<file path="src/rtl/wlock_pkg.sv">
package wlock_pkg;

    localparam int STAT_W = 8;

    // Lock code meanings; the encoding is fixed by behaviour.
    typedef enum logic [2:0] {
        LK_NONE  = 3'b000,
        LK_TOP_Q = 3'b001,
        LK_TOP_H = 3'b010,
        LK_ALL   = 3'b011,
        LK_PG1   = 3'b100,
        LK_PG2   = 3'b101,
        LK_PG4   = 3'b110,
        LK_PG8   = 3'b111
    } lock_code_t;

    typedef struct packed {
        logic       pen;   // sticky protect-enable
        lock_code_t code;  // lock region selector
    } prot_cfg_t;

    // Status byte field positions.
    localparam int POS_PEN  = 7;
    localparam int POS_CODE = 2;
    localparam int POS_WEL  = 1;
    localparam int POS_BUSY = 0;

    function automatic logic [STAT_W-1:0] pack_status(input prot_cfg_t c,
                                                      input logic wel,
                                                      input logic busy);
        logic [STAT_W-1:0] s;
        s = '0;
        s[POS_PEN]               = c.pen;
        s[POS_CODE+2:POS_CODE]   = c.code;
        s[POS_WEL]               = wel;
        s[POS_BUSY]              = busy;
        return s;
    endfunction

    function automatic prot_cfg_t unpack_cfg(input logic [STAT_W-1:0] d);
        prot_cfg_t c;
        c.pen  = d[POS_PEN];
        c.code = lock_code_t'(d[POS_CODE+2:POS_CODE]);
        return c;
    endfunction

endpackage

</file>
<file path="src/rtl/wlock_decode.sv">
module wlock_decode
    import wlock_pkg::*;
#(
    parameter int ADDR_W = 15,
    parameter int PAGE_W = 6
) (
    input  lock_code_t        code,
    input  logic [ADDR_W-1:0] addr,
    output logic              locked
);
    localparam int N_PG = 4;

    logic [N_PG-1:0] low_hit;

    // Region of 2**g pages starting at address zero.
    for (genvar g = 0; g < N_PG; g++) begin : g_pages
        assign low_hit[g] = (addr[ADDR_W-1:PAGE_W+g] == '0);
    end

    always_comb begin
        unique case (code)
            LK_NONE:  locked = 1'b0;
            LK_TOP_Q: locked = &addr[ADDR_W-1:ADDR_W-2];
            LK_TOP_H: locked = addr[ADDR_W-1];
            LK_ALL:   locked = 1'b1;
            default:  locked = low_hit[code[1:0]];
        endcase
    end
endmodule

</file>
<file path="src/rtl/wlock_regs.sv">
module wlock_regs
    import wlock_pkg::*;
#(
    parameter logic       INIT_PEN  = 1'b0,
    parameter logic [2:0] INIT_CODE = 3'b000
) (
    input  logic              clk,
    input  logic              rst,
    input  logic              wp_pin,
    input  logic              sw_active,
    input  logic              commit_ok,
    input  logic [STAT_W-1:0] sw_data,
    output prot_cfg_t         cfg,
    output logic              cancel_q
);
    logic wp_prev;
    logic wp_fell;

    assign wp_fell = wp_prev && !wp_pin;

    always_ff @(posedge clk) begin
        if (rst) begin
            cfg.pen  <= INIT_PEN;
            cfg.code <= lock_code_t'(INIT_CODE);
            wp_prev  <= 1'b1;
            cancel_q <= 1'b0;
        end else begin
            wp_prev <= wp_pin;
            if (commit_ok)
                cfg <= unpack_cfg(sw_data);
            if (!sw_active)
                cancel_q <= 1'b0;
            else if (wp_fell && cfg.pen)
                cancel_q <= 1'b1;
        end
    end
endmodule

</file>
<file path="src/rtl/wlock_unit.sv">
module wlock_unit
    import wlock_pkg::*;
#(
    parameter int         ADDR_W    = 15,
    parameter int         PAGE_W    = 6,
    parameter logic       INIT_PEN  = 1'b0,
    parameter logic [2:0] INIT_CODE = 3'b000
) (
    input  logic              clk,
    input  logic              rst,
    input  logic              wp_pin,
    input  logic              sw_active,
    input  logic              sw_commit,
    input  logic [7:0]        sw_data,
    input  logic              wel,
    input  logic              busy,
    input  logic [ADDR_W-1:0] arr_addr,
    output logic [7:0]        status,
    output logic              arr_permit,
    output logic              stat_permit
);
    prot_cfg_t cfg;
    logic      cancel_q;
    logic      hw_prot;
    logic      locked;
    logic      ready;

    assign ready       = wel && !busy;
    assign hw_prot     = !wp_pin && cfg.pen;
    assign stat_permit = ready && !hw_prot && !cancel_q;

    wlock_regs #(
        .INIT_PEN  (INIT_PEN),
        .INIT_CODE (INIT_CODE)
    ) u_regs (
        .clk       (clk),
        .rst       (rst),
        .wp_pin    (wp_pin),
        .sw_active (sw_active),
        .commit_ok (sw_commit && stat_permit),
        .sw_data   (sw_data),
        .cfg       (cfg),
        .cancel_q  (cancel_q)
    );

    wlock_decode #(
        .ADDR_W (ADDR_W),
        .PAGE_W (PAGE_W)
    ) u_dec (
        .code   (cfg.code),
        .addr   (arr_addr),
        .locked (locked)
    );

    assign arr_permit = ready && !locked;
    assign status     = pack_status(cfg, wel, busy);
endmodule

</file>
<file path="config.mk">
export PLATFORM = sky130hd
export DESIGN_NAME = wlock_unit
export DESIGN_NICKNAME = d
export VERILOG_FILES = /design/src/rtl/wlock_pkg.sv /design/src/rtl/wlock_decode.sv /design/src/rtl/wlock_regs.sv /design/src/rtl/wlock_unit.sv
export SDC_FILE = /design/constraint.sdc
export NUM_CORES = 1
export LEC_CHECK = 0
export ABC_AREA = 1
export BUFFER_PORTS_ARGS = -buffer_cell sky130_fd_sc_hd__buf_2
export CORE_AREA = 2 2 39 41
export DETAILED_ROUTE_END_ITERATION = 7
export DIE_AREA = 0 0 41 43
export PLACE_DENSITY = 0.7
export SETUP_SLACK_MARGIN = 0.4
export SYNTH_ARGS = -nofsm -noshare
export SYNTH_HDL_FRONTEND = slang
export SYNTH_HIERARCHICAL = 1
export SYNTH_SLANG_ARGS = --single-unit
</file>
<file path="constraint.sdc">
create_clock -name clk -period 0.9 [get_ports clk]
set_input_delay 0.045 -clock clk [delete_from_list [all_inputs] [get_ports clk]]
set_output_delay 0.045 -clock clk [all_outputs]
set_load 0.1 [all_outputs]
</file>
==> impl_metrics.py, run 1 <==
metrics = {
    "min_path": {
        "hold_path_depth": 3,
        "hold_path_class": "input pin to register",
    },
    "layout": {
        "stdcell_area_um2": 834.6,
        "layout.cells.non_filler": 116,
        "fin_nets": 131,
        "layout-drive-gt1-share_pct": 62.00,
        "fin_util_pct": 60.31,
        "syn_to_final_growth_pct": 125.3,
        "multi_input_area_um2": 241.5,
        "fill_cells": 146,
        "area.sequential_um2": 135.1,
        "diodes": 0,
    },
    "yosys": {
        "muxShareOfSynthArea_pct": 0,
        "synth-edff-count": 0,
        "synth_fa_ha_area_share_pct": 0,
        "synth_largest_area_cell": "dfxtp_1",
        "synth_common_cells": "nor2_1 (14), inv_1 (13), nand2_1 (11)",
        "synth_area_per_cell_um2": 5.973,
        "syn_inst": 62,
        "synth_area_um2": 370.4,
        "yosys.area.top_type_share_pct": 32.43,
        "synth_compound_area_share_pct": 8.108,
        "synthSimpleGateAreaFrac_pct": 37.16,
        "synthFlopType": "dfxtp_1",
        "synth.distinct_cells": 12,
        "synth_xor_xnor_area_share_pct": 0,
        "yosysMostFrequentCell": "nor2_1",
        "synth-seq-cells": 6,
        "synthArstFlopShare_pct": 0,
        "synth-seq-area-share_pct": 32.43,
        "synth_top_family_by_area": "simple AND/OR/NAND/NOR gates",
        "yosysWarnings": 6,
        "synth_area_leaders": "dfxtp_1 (32%), nor2_1 (14%), inv_1 (13%), nand2_1 (11%), buf_4 (8.1%)",
    },
    "route": {
        "ant_nets": 0,
        "drt_wl_total_mm": 1.202,
        "top_layer": "met4",
        "drc": 0,
        "drtIter0Drc": 5,
        "via_per_inst": 4.414,
        "drtPass1Iterations": 5,
        "drt-met1-wl_um": 369,
        "wl_met2_um": 650,
        "routedWlPerCell_um": 10.36,
        "via_count": 512,
        "dr_wl_met3_um": 117,
    },
    "die": {
        "row_count": 14,
        "ios": 40,
        "chipHeight_um": 43,
        "core_region_area_um2": 1384,
        "start_util_pct": 26.76,
        "fp.dieW_um": 41,
        "dieArea_um2": 1763,
    },
    "power_and_ir_drop": {
        "peakVddDrop_mv": 0.9176,
        "p_per_area_nw_per_um2": 1216,
        "switching_share_pct": 39.48,
        "seq_power_share_pct": 28.3,
        "p_leak_nw": 0.4097,
        "pwr-share-comb_pct": 44.6,
        "intPower_mw": 0.6140,
        "p_clk_share_pct": 27.1,
        "net-switching-power_mw": 0.4005,
    },
    "setup_path": {
        "crit_path_end": "arr_permit",
        "timing.rr.end": "u_regs/cfg[3]",
        "r2r_cells": 6,
        "startpoint": "u_regs/cfg[2]",
        "critPathCaptureType": "primary output",
        "arrival_ns": 1.24,
        "rrSetupSlack_ns": -0.07,
        "r2r_start": "u_regs/cfg[3]",
        "crit_type": "register to primary output",
        "cp.required_ns": 0.85,
        "cp_max_fo": 4,
        "start_kind": "register",
    },
    "sta": {
        "clock.fmax_ghz": 0.7777,
        "min_period_ns": 1.286,
        "setup_viol": 10,
        "setup_tns_ns": -1.219,
        "rsz0062_at_grt": "true",
        "setup_ws_ns": -0.3858,
        "hold_slack_ns": 0.02508,
        "hold_viol": 0,
        "slew_viol_final": 0,
        "fin_skew_ns": 0.01107,
        "fin_crit_sh_pct": 142.9,
    },
    "job": {
        "max-cap-violations": 0,
    },
    "clocking": {
        "path_clk_slew_ns": 0.05,
        "ctsLongestPathBuffers": 2,
        "insertion_delay_ns": 0.25,
        "cts_tree": "done",
        "ctsHoldBuffers": 0,
        "cts_inserted_buffers": 3,
        "h-tree-depth": 1,
        "clock_tree.root_cell": "clkbuf_4",
        "clock-sinks": 6,
    },
    "place": {
        "place_congestion": 0.6479,
        "dp_hpwl_um": 879.7,
        "port_buffers": 27,
        "placed_cells": 110,
        "postPlaceCellArea_um2": 740.7,
    },
    "global_routing": {
        "antenna_found_initial": 0,
        "grt_max_degree": 7,
        "grt_use_total_pct": 14.90,
        "first_global_vias": 446,
        "grt_pass1_wl_mm": 1.649,
        "overflow": 0,
    },
    "status": {
        "status": "complete, but fails checks",
        "violations": "negative setup slack",
    },
}
## power by group through the flow
stage / sequential, mW / clock [mW] / combinational [mW]
global route: 0.288 / 0.301 / 0.473
floorplan: 0.358 / 0 / 0.193
global placement: 0.289 / 0 / 0.417
CTS: 0.286 / 0.286 / 0.438
finish: 0.287 / 0.275 / 0.453
detailed placement: 0.291 / 0 / 0.422
## worst max-delay path, cell delays in order, from the launching register on
cell     delay [ns]
dfxtp_4        0.36
inv_2          0.05
nor2_2         0.03
nand2_1        0.05
nand2_1        0.05
nand2_1        0.06
nor2_2         0.05
nor3_4         0.14
buf_12         0.20
## per-layer routing
layer	vias to the layer above	GRT usage, %
met2	25	23.44
met1	228	13.31
met5	-	0
met4	0	16.00
met3	6	4.188
li1	253	-
## flip-flops by register name (all words and copies together) (netlist names)
signal           count
u_regs/cancel_q      1
u_regs/wp_prev       1
u_regs/cfg           4
## repair_timing
item                       in CTS  in global routing
pin swaps                       6                  1
setup endpoints to repair      12                 11
buffers inserted                1                  1
gates cloned                    0                  0
resized for setup               8                  9
## how the worst min path moves through the flow
stage	from	to	slack (ns)
finish	wp_pin	u_regs/wp_prev	0.03
global route	wp_pin	u_regs/wp_prev	0.04
CTS	wp_pin	u_regs/wp_prev	0.02
detailed placement	wp_pin	u_regs/wp_prev	0.27
global placement	wp_pin	u_regs/wp_prev	0.26
floorplan	wp_pin	u_regs/wp_prev	0.15
## cell type report
cell class	instances	share of cell area, %
flip-flops and latches	6	16.19
well taps	16	2.399
clock buffers	4	3.148
repair buffers	37	42.73
multi-input cells	40	28.94
inverters	13	6.597
## logic make-up (layout without fill, tap and decap cells)
logic type             Yosys count  in the layout
AOI/OAI and AO/OA                6              6
buffers and inverters           17             54
other                            1              2
and+or+nand+nor                 32             32
DFF                              6              6
## through the flow
step,setup slack (ns),total power [mW]
global placement,-0.1712,0.7064
CTS,-0.3990,1.010
floorplan,-0.6967,0.5514
finish,-0.3858,1.015
detailed placement,-0.1946,0.7123
global route,-0.4501,1.062
## cell usage in the layout (no fill, tap or decap), types with 2 or more instances in the layout
cell	instances
conb_1	2
nand2_1	10
dfxtp_1	2
buf_6	7
buf_4	3
nor2_1	9
a21oi_2	2
o21ai_0	2
buf_12	8
nor2_4	3
inv_2	2
nor2_2	5
o21ai_1	2
buf_2	19
clkbuf_4	3
dfxtp_4	4
inv_1	9
(Power assumes the default switching activity.)
==> run 2, diff against run 1 <==
ABC_AREA = unset   (was 1)
CORE_AREA = 3 3 40 42   (was 2 2 39 41)
DIE_AREA = 0 0 43 45   (was 0 0 41 43)
PLACE_DENSITY = 0.68   (was 0.7)
==> run 2 against run 1 <==
Against the previous run: largest cell class unchanged; non-clock buffer count grew 2; routed wire length fell by 9.2%; die area rose by 9.8%; the run still ends with negative setup slack left; worst setup slack got worse by 0.025 ns; design area down 6.0%; total power fell by 11%; core utilization grew 0.74 points; synthesized cell count is 35% lower; cell count is 20% lower; via count down 18%.
==> impl_metrics.py, run 2 <==
metrics = {
    "min_path": {
        "hold_path_class": "input pin to register",
        "holdCritStartpoint": "sw_active",
    },
    "die": {
        "fp.dieW_um": 43,
        "core_region_area_um2": 1285,
        "start_util_pct": 27.26,
        "row_count": 13,
        "dieArea_um2": 1935,
        "chipHeight_um": 45,
        "ios": 40,
    },
    "route": {
        "via_per_inst": 4.516,
        "via_count": 420,
        "drc": 0,
        "ant_nets": 0,
        "drtPass1Iterations": 4,
        "drt_wl_total_mm": 1.092,
        "routedWlPerCell_um": 11.74,
        "drtIter0Drc": 1,
    },
    "setup_path": {
        "start_kind": "register",
        "startpoint": "u_regs/cfg[0]",
        "arrival_ns": 1.27,
        "critPathCaptureType": "primary output",
        "cp_max_fo": 4,
        "cp.required_ns": 0.85,
        "r2r_start": "u_regs/cfg[3]",
        "crit_type": "register to primary output",
        "rrSetupSlack_ns": -0.38,
    },
    "yosys": {
        "synth-seq-cells": 6,
        "synth-edff-count": 0,
        "synth_area_per_cell_um2": 8.758,
        "syn_inst": 40,
        "synthArstFlopShare_pct": 0,
        "synth_largest_area_cell": "dfxtp_1",
        "synth_common_cells": "dfxtp_1 (6), nor2_1 (5), buf_4 (4), mux2i_1 (4)",
        "yosysWarnings": 6,
        "synthFlopType": "dfxtp_1",
        "synth-seq-area-share_pct": 34.29,
        "yosys.area.top_type_share_pct": 34.29,
        "synth_area_um2": 350.3,
        "synth_area_leaders": "dfxtp_1 (34%), mux2i_1 (11%), buf_4 (8.6%), nand2b_1 (5.4%), nor2_1 (5.4%)",
        "synth.distinct_cells": 19,
        "yosysMostFrequentCell": "dfxtp_1",
    },
    "power_and_ir_drop": {
        "p_leak_nw": 0.3513,
        "switching_share_pct": 36.49,
        "p_clk_share_pct": 27.5,
        "net-switching-power_mw": 0.3278,
        "peakVddDrop_mv": 0.6984,
        "pwr-share-comb_pct": 41.7,
        "intPower_mw": 0.5706,
        "p_per_area_nw_per_um2": 1145,
        "seq_power_share_pct": 30.8,
    },
    "layout": {
        "largest_register_ffs": 4,
        "reg.largest.list": "u_regs/cfg x4, u_regs/cancel_q x1, u_regs/wp_prev x1",
        "largest-register": "u_regs/cfg",
        "fin_nets": 110,
        "diodes": 0,
        "layout-drive-gt1-share_pct": 67.95,
        "stdcell_area_um2": 784.5,
        "fin_util_pct": 61.05,
        "syn_to_final_growth_pct": 123.9,
        "layout_common_cells": "buf_2 (18), buf_12 (8), buf_6 (7)",
        "mostFrequentLayoutCell": "buf_2",
    },
    "global_routing": {
        "overflow": 0,
        "grt_pass1_wl_mm": 1.704,
        "antenna_found_initial": 0,
        "grt_max_degree": 7,
        "first_global_vias": 425,
        "grt_use_total_pct": 12.17,
    },
    "sta": {
        "rsz0062_at_grt": "true",
        "fin_skew_ns": 0.003990,
        "slew_viol_final": 0,
        "clock.fmax_ghz": 0.7626,
        "hold_viol": 0,
        "min_period_ns": 1.311,
        "fin_crit_sh_pct": 145.7,
        "setup_tns_ns": -2.203,
        "hold_slack_ns": 0.04007,
        "setup_viol": 10,
        "setup_ws_ns": -0.4112,
    },
    "clocking": {
        "clock_tree.root_cell": "clkbuf_4",
        "cts_inserted_buffers": 3,
        "h-tree-depth": 1,
        "cts_tree": "done",
        "path_clk_slew_ns": 0.05,
        "ctsLongestPathBuffers": 2,
        "clock-sinks": 6,
        "insertion_delay_ns": 0.24,
        "ctsHoldBuffers": 0,
    },
    "place": {
        "port_buffers": 27,
        "dp_hpwl_um": 918.3,
        "place_congestion": 0.7483,
        "postPlaceCellArea_um2": 694.4,
    },
    "status": {
        "violations": "negative setup slack",
        "status": "complete, but fails checks",
    },
    "job": {
        "max-cap-violations": 0,
    },
}
-- run 2: cell count changes in the layout (fill, tap and decap cells not counted), moves of 3 or more --
cell / delta
nand2b_1: +3
a21oi_1: +3
mux2i_1: +4
buf_4: +3
inv_1: -8
nor2_1: -5
nor2_2: -5
nand2_1: -9
-- run 2: repair_timing --
item	in CTS	in global routing
resized for setup	11	1
buffers inserted	1	1
pin swaps	3	1
setup endpoints to repair	11	11
-- run 2: worst paths after layout --
kind / depth (start not counted) / to
max: 5 / arr_permit
min: 3 / u_regs/cancel_q
max reg2reg: 5 / u_regs/cfg[2]
min reg2reg: 2 / u_regs/cancel_q
-- run 2: cell families (layout without fill, tap and decap cells) --
family / Yosys count / count (layout) / share of synthesized area, %
AOI/OAI and AO/OA: 6 / 6 / 12.14
buffers and inverters: 6 / 43 / 11.07
DFF: 6 / 6 / 34.29
muxes: 4 / 4 / 11.43
and+or+nand+nor: 17 / 17 / 30.00
other: 1 / 2 / 1.070
-- run 2: stage by stage --
stage | setup slack [ns] | cells | power, mW
after detailed placement | -0.5504 | 88 | 0.6305
after global placement | -0.5094 | 88 | 0.6234
after CTS | -0.4297 | 92 | 0.9063
final | -0.4112 | 93 | 0.8985
after floorplan | -0.4944 | 41 | 0.5000
after global routing | -0.4609 | 93 | 0.9360
-- run 2: metal layers --
metal | vias up | part of all wire [%] | GRT usage, % | wire (um)
li1 | 208 | - | - | -
met1 | 181 | 34 | 12.32 | 375
met2 | 29 | 50 | 22.46 | 542
met3 | 2 | 15 | 4.382 | 166
met4 | 0 | 0.73 | 5.422 | 8
met5 | - | 0 | 0 | 0
-- run 2: power groups by stage --
stage	combinational, mW	clock (mW)	sequential (mW)
floorplan	0.175	0	0.325
global placement	0.344	0	0.279
detailed placement	0.350	0	0.280
CTS	0.371	0.259	0.276
global route	0.390	0.268	0.278
finish	0.375	0.247	0.277
-- run 2: final cells by class --
type	instances	area, um^2
Clock buffer	3	22.52
Inverter	1	3.754
Sequential cell	6	135.1
Multi-Input combinational cell	29	230.2
Fill cell	124	500.5
Timing Repair Buffer	39	374.1
Tap cell	15	18.77
-- run 2: worst max-delay path, stage by stage (launching register included) --
cell	delay [ns]
dfxtp_4	0.35
nor2b_1	0.11
a21oi_1	0.05
o211a_1	0.24
nor2_4	0.10
buf_12	0.18
==> run 3, diff against run 2 <==
CORE_AREA = unset   (was 3 3 40 42)
CORE_MARGIN = 3   (was unset)
CORE_UTILIZATION = 29   (was unset)
DIE_AREA = unset   (was 0 0 43 45)
PLACE_DENSITY = 0.71   (was 0.68)
SYNTH_HIERARCHICAL = unset   (was 1)
==> run 3 against run 2 <==
Against the previous run: the flow still finishes with violations (negative setup slack); count of clock-buffer cells in the layout grew 1; clock skew grew 0.0022 ns; total power grew 1.3%; largest cell class unchanged; clock power grew 6%; global-route usage grew 1.1 points; worst setup slack lost 0.20 ns; non-clock buffer count is the same; highest routed layer unchanged; synthesized cell count grew 2.5%; cell count grew 1.1%.
==> impl_metrics.py, run 3 <==
metrics = {
    "power_and_ir_drop": {
        "p_leak_nw": 0.3534,
        "intPower_mw": 0.5876,
        "pwr-share-comb_pct": 41.1,
        "p_clk_share_pct": 28.7,
        "seq_power_share_pct": 30.2,
        "finalPower_mw": 0.9104,
        "switching_share_pct": 35.46,
        "peakVddDrop_mv": 0.7780,
        "p_per_area_nw_per_um2": 1096,
        "net-switching-power_mw": 0.3228,
    },
    "clocking": {
        "cts_inserted_buffers": 3,
        "clock_tree.root_cell": "clkbuf_4",
        "insertion_delay_ns": 0.24,
        "h-tree-depth": 1,
        "ctsLongestPathBuffers": 2,
        "cts_tree": "done",
        "path_clk_slew_ns": 0.05,
        "clock-sinks": 6,
    },
    "route": {
        "drt_wl_total_mm": 1.077,
        "drc": 0,
        "drtPass1Iterations": 4,
        "drtIter0Drc": 3,
        "ant_nets": 0,
        "via_count": 426,
        "routedWlPerCell_um": 11.46,
        "via_per_inst": 4.532,
    },
    "yosys": {
        "synthFlopType": "dfxtp_1",
        "yosysWarnings": 0,
        "synth_compound_area_share_pct": 9.836,
        "syn_inst": 41,
        "synth-seq-cells": 6,
        "synth_largest_area_cell": "dfxtp_1",
        "synth.distinct_cells": 19,
        "synthSimpleGateAreaFrac_pct": 36.39,
        "synth-seq-area-share_pct": 31.48,
        "yosys.area.top_type_share_pct": 31.48,
        "synth_top_family_by_area": "simple AND/OR/NAND/NOR gates",
        "synth_xor_xnor_area_share_pct": 0,
        "synth_area_leaders": "dfxtp_1 (31%), mux2i_1 (10%), nand2b_1 (9.8%), buf_4 (7.9%), or2b_1 (5.9%)",
        "synth_common_cells": "dfxtp_1 (6), nand2b_1 (6), buf_4 (4), mux2i_1 (4)",
        "muxShareOfSynthArea_pct": 10.49,
        "synth_area_um2": 381.6,
        "synth_fa_ha_area_share_pct": 0,
        "synth_area_per_cell_um2": 9.308,
        "synthArstFlopShare_pct": 0,
        "synth-edff-count": 0,
    },
    "layout": {
        "fin_nets": 111,
        "reg.largest.list": "u_regs.cfg x4, u_regs.cancel_q x1, u_regs.wp_prev x1",
        "layout_common_cells": "buf_2 (19), buf_12 (8), nand2b_1 (6), buf_6 (6), buf_4 (6)",
        "largest_register_ffs": 4,
        "area.sequential_um2": 135.1,
        "largest-register": "u_regs.cfg",
        "mostFrequentLayoutCell": "buf_2",
        "layout-drive-gt1-share_pct": 70.00,
        "syn_to_final_growth_pct": 117.7,
        "fill_cells": 90,
        "multi_input_area_um2": 284.0,
        "diodes": 0,
    },
    "die": {
        "ios": 40,
        "start_util_pct": 32.59,
        "core_region_area_um2": 1171,
        "dieArea_um2": 1787,
        "row_count": 12,
        "chipHeight_um": 42.28,
        "fp.dieW_um": 42.28,
    },
    "sta": {
        "min_period_ns": 1.512,
        "setup_viol": 10,
        "slew_viol_final": 0,
        "clock.fmax_ghz": 0.6612,
        "setup_tns_ns": -1.803,
        "fin_skew_ns": 0.006214,
        "rsz0062_at_grt": "true",
        "hold_viol": 0,
        "fin_crit_sh_pct": 168.0,
        "setup_ws_ns": -0.6124,
    },
    "job": {
        "max-cap-violations": 0,
    },
    "setup_path": {
        "timing.rr.end": "u_regs.cfg[3]",
        "critPathCaptureType": "primary output",
        "cp.required_ns": 0.85,
        "startpoint": "u_regs.cfg[2]",
        "crit_type": "register to primary output",
        "r2r_cells": 3,
        "crit_path_end": "arr_permit",
        "arrival_ns": 1.47,
        "r2r_start": "u_regs.cfg[3]",
        "start_kind": "register",
        "rrSetupSlack_ns": -0.17,
        "cp_max_fo": 2,
    },
    "place": {
        "port_buffers": 27,
        "place_congestion": 0.6949,
        "dp_hpwl_um": 770.9,
    },
    "min_path": {
        "holdCritStartpoint": "wp_pin",
        "hold_path_class": "input pin to register",
    },
    "global_routing": {
        "overflow": 0,
        "first_global_vias": 418,
        "grt_max_degree": 11,
        "grt_use_total_pct": 13.24,
        "antenna_found_initial": 0,
        "grt_pass1_wl_mm": 1.759,
    },
    "status": {
        "violations": "negative setup slack",
        "status": "complete, but fails checks",
    },
}
==> run 3: worst min path at each step <==
stage | endpoint | depth (start not counted)
floorplan | u_regs.cancel_q | 1
global placement | u_regs.wp_prev | 2
detailed placement | u_regs.wp_prev | 2
CTS | u_regs.wp_prev | 2
global route | u_regs.wp_prev | 2
finish | u_regs.wp_prev | 2
==> run 3: per-stage QoR <==
stage | util (%) | std cells | worst slack, ns | hold slack [ns] | area [um^2]
CTS | 69.66 | 94 | -0.6236 | 0.03330 | 815.8
floorplan | - | 42 | -0.6156 | 0.1211 | 430.4
global placement | 62.29 | 89 | -0.4449 | 0.2811 | 729.5
finish | 70.94 | 94 | -0.6124 | 0.04504 | 830.8
global route | 70.94 | 94 | -0.6752 | 0.03119 | 830.8
detailed placement | 62.29 | 89 | -0.4577 | 0.2856 | 729.5
==> run 3: area by class of cell <==
type	instances	area share, %
clock buffer	4	3.163
multi-input combinational	31	34.19
sequential	6	16.27
tap	14	2.108
timing repair buffer	39	44.28
==> run 3: what timing repair did <==
item | CTS | global route
hold buffers | 0 | 0
endpoints found under the setup margin | 11 | 11
resized for setup | 14 | 3
buffers inserted | 1 | 0
pin swaps | 2 | 0
==> run 3: worst max-delay path, cell delays in order (launching register included) <==
cell and delay [ns]:
dfxtp_4 0.33, or4b_4 0.46, a21oi_4 0.15, a31oi_4 0.10
buf_12 0.18
==> run 3: kinds of logic (layout without fill, tap and decap cells) <==
logic type | after synthesis | after routing
and+or+nand+nor | 19 | 19
AOI/OAI and AO/OA | 6 | 6
DFF | 6 | 6
other | 1 | 2
buffers and inverters | 5 | 43
muxes | 4 | 4
==> run 3: routing by layer <==
metal	track usage [%]	share of wire (%)
met1	12.66	35
met2	23.40	55
met3	5.579	8.6
met4	7.453	1.2
met5	0	0
==> run 3: power groups by stage <==
stage / clock network, mW / logic (mW) / registers [mW]
after global placement: 0 / 0.344 / 0.278
after floorplan: 0 / 0.179 / 0.325
after global routing: 0.295 / 0.391 / 0.275
after detailed placement: 0 / 0.347 / 0.278
final: 0.262 / 0.374 / 0.275
after CTS: 0.278 / 0.369 / 0.274
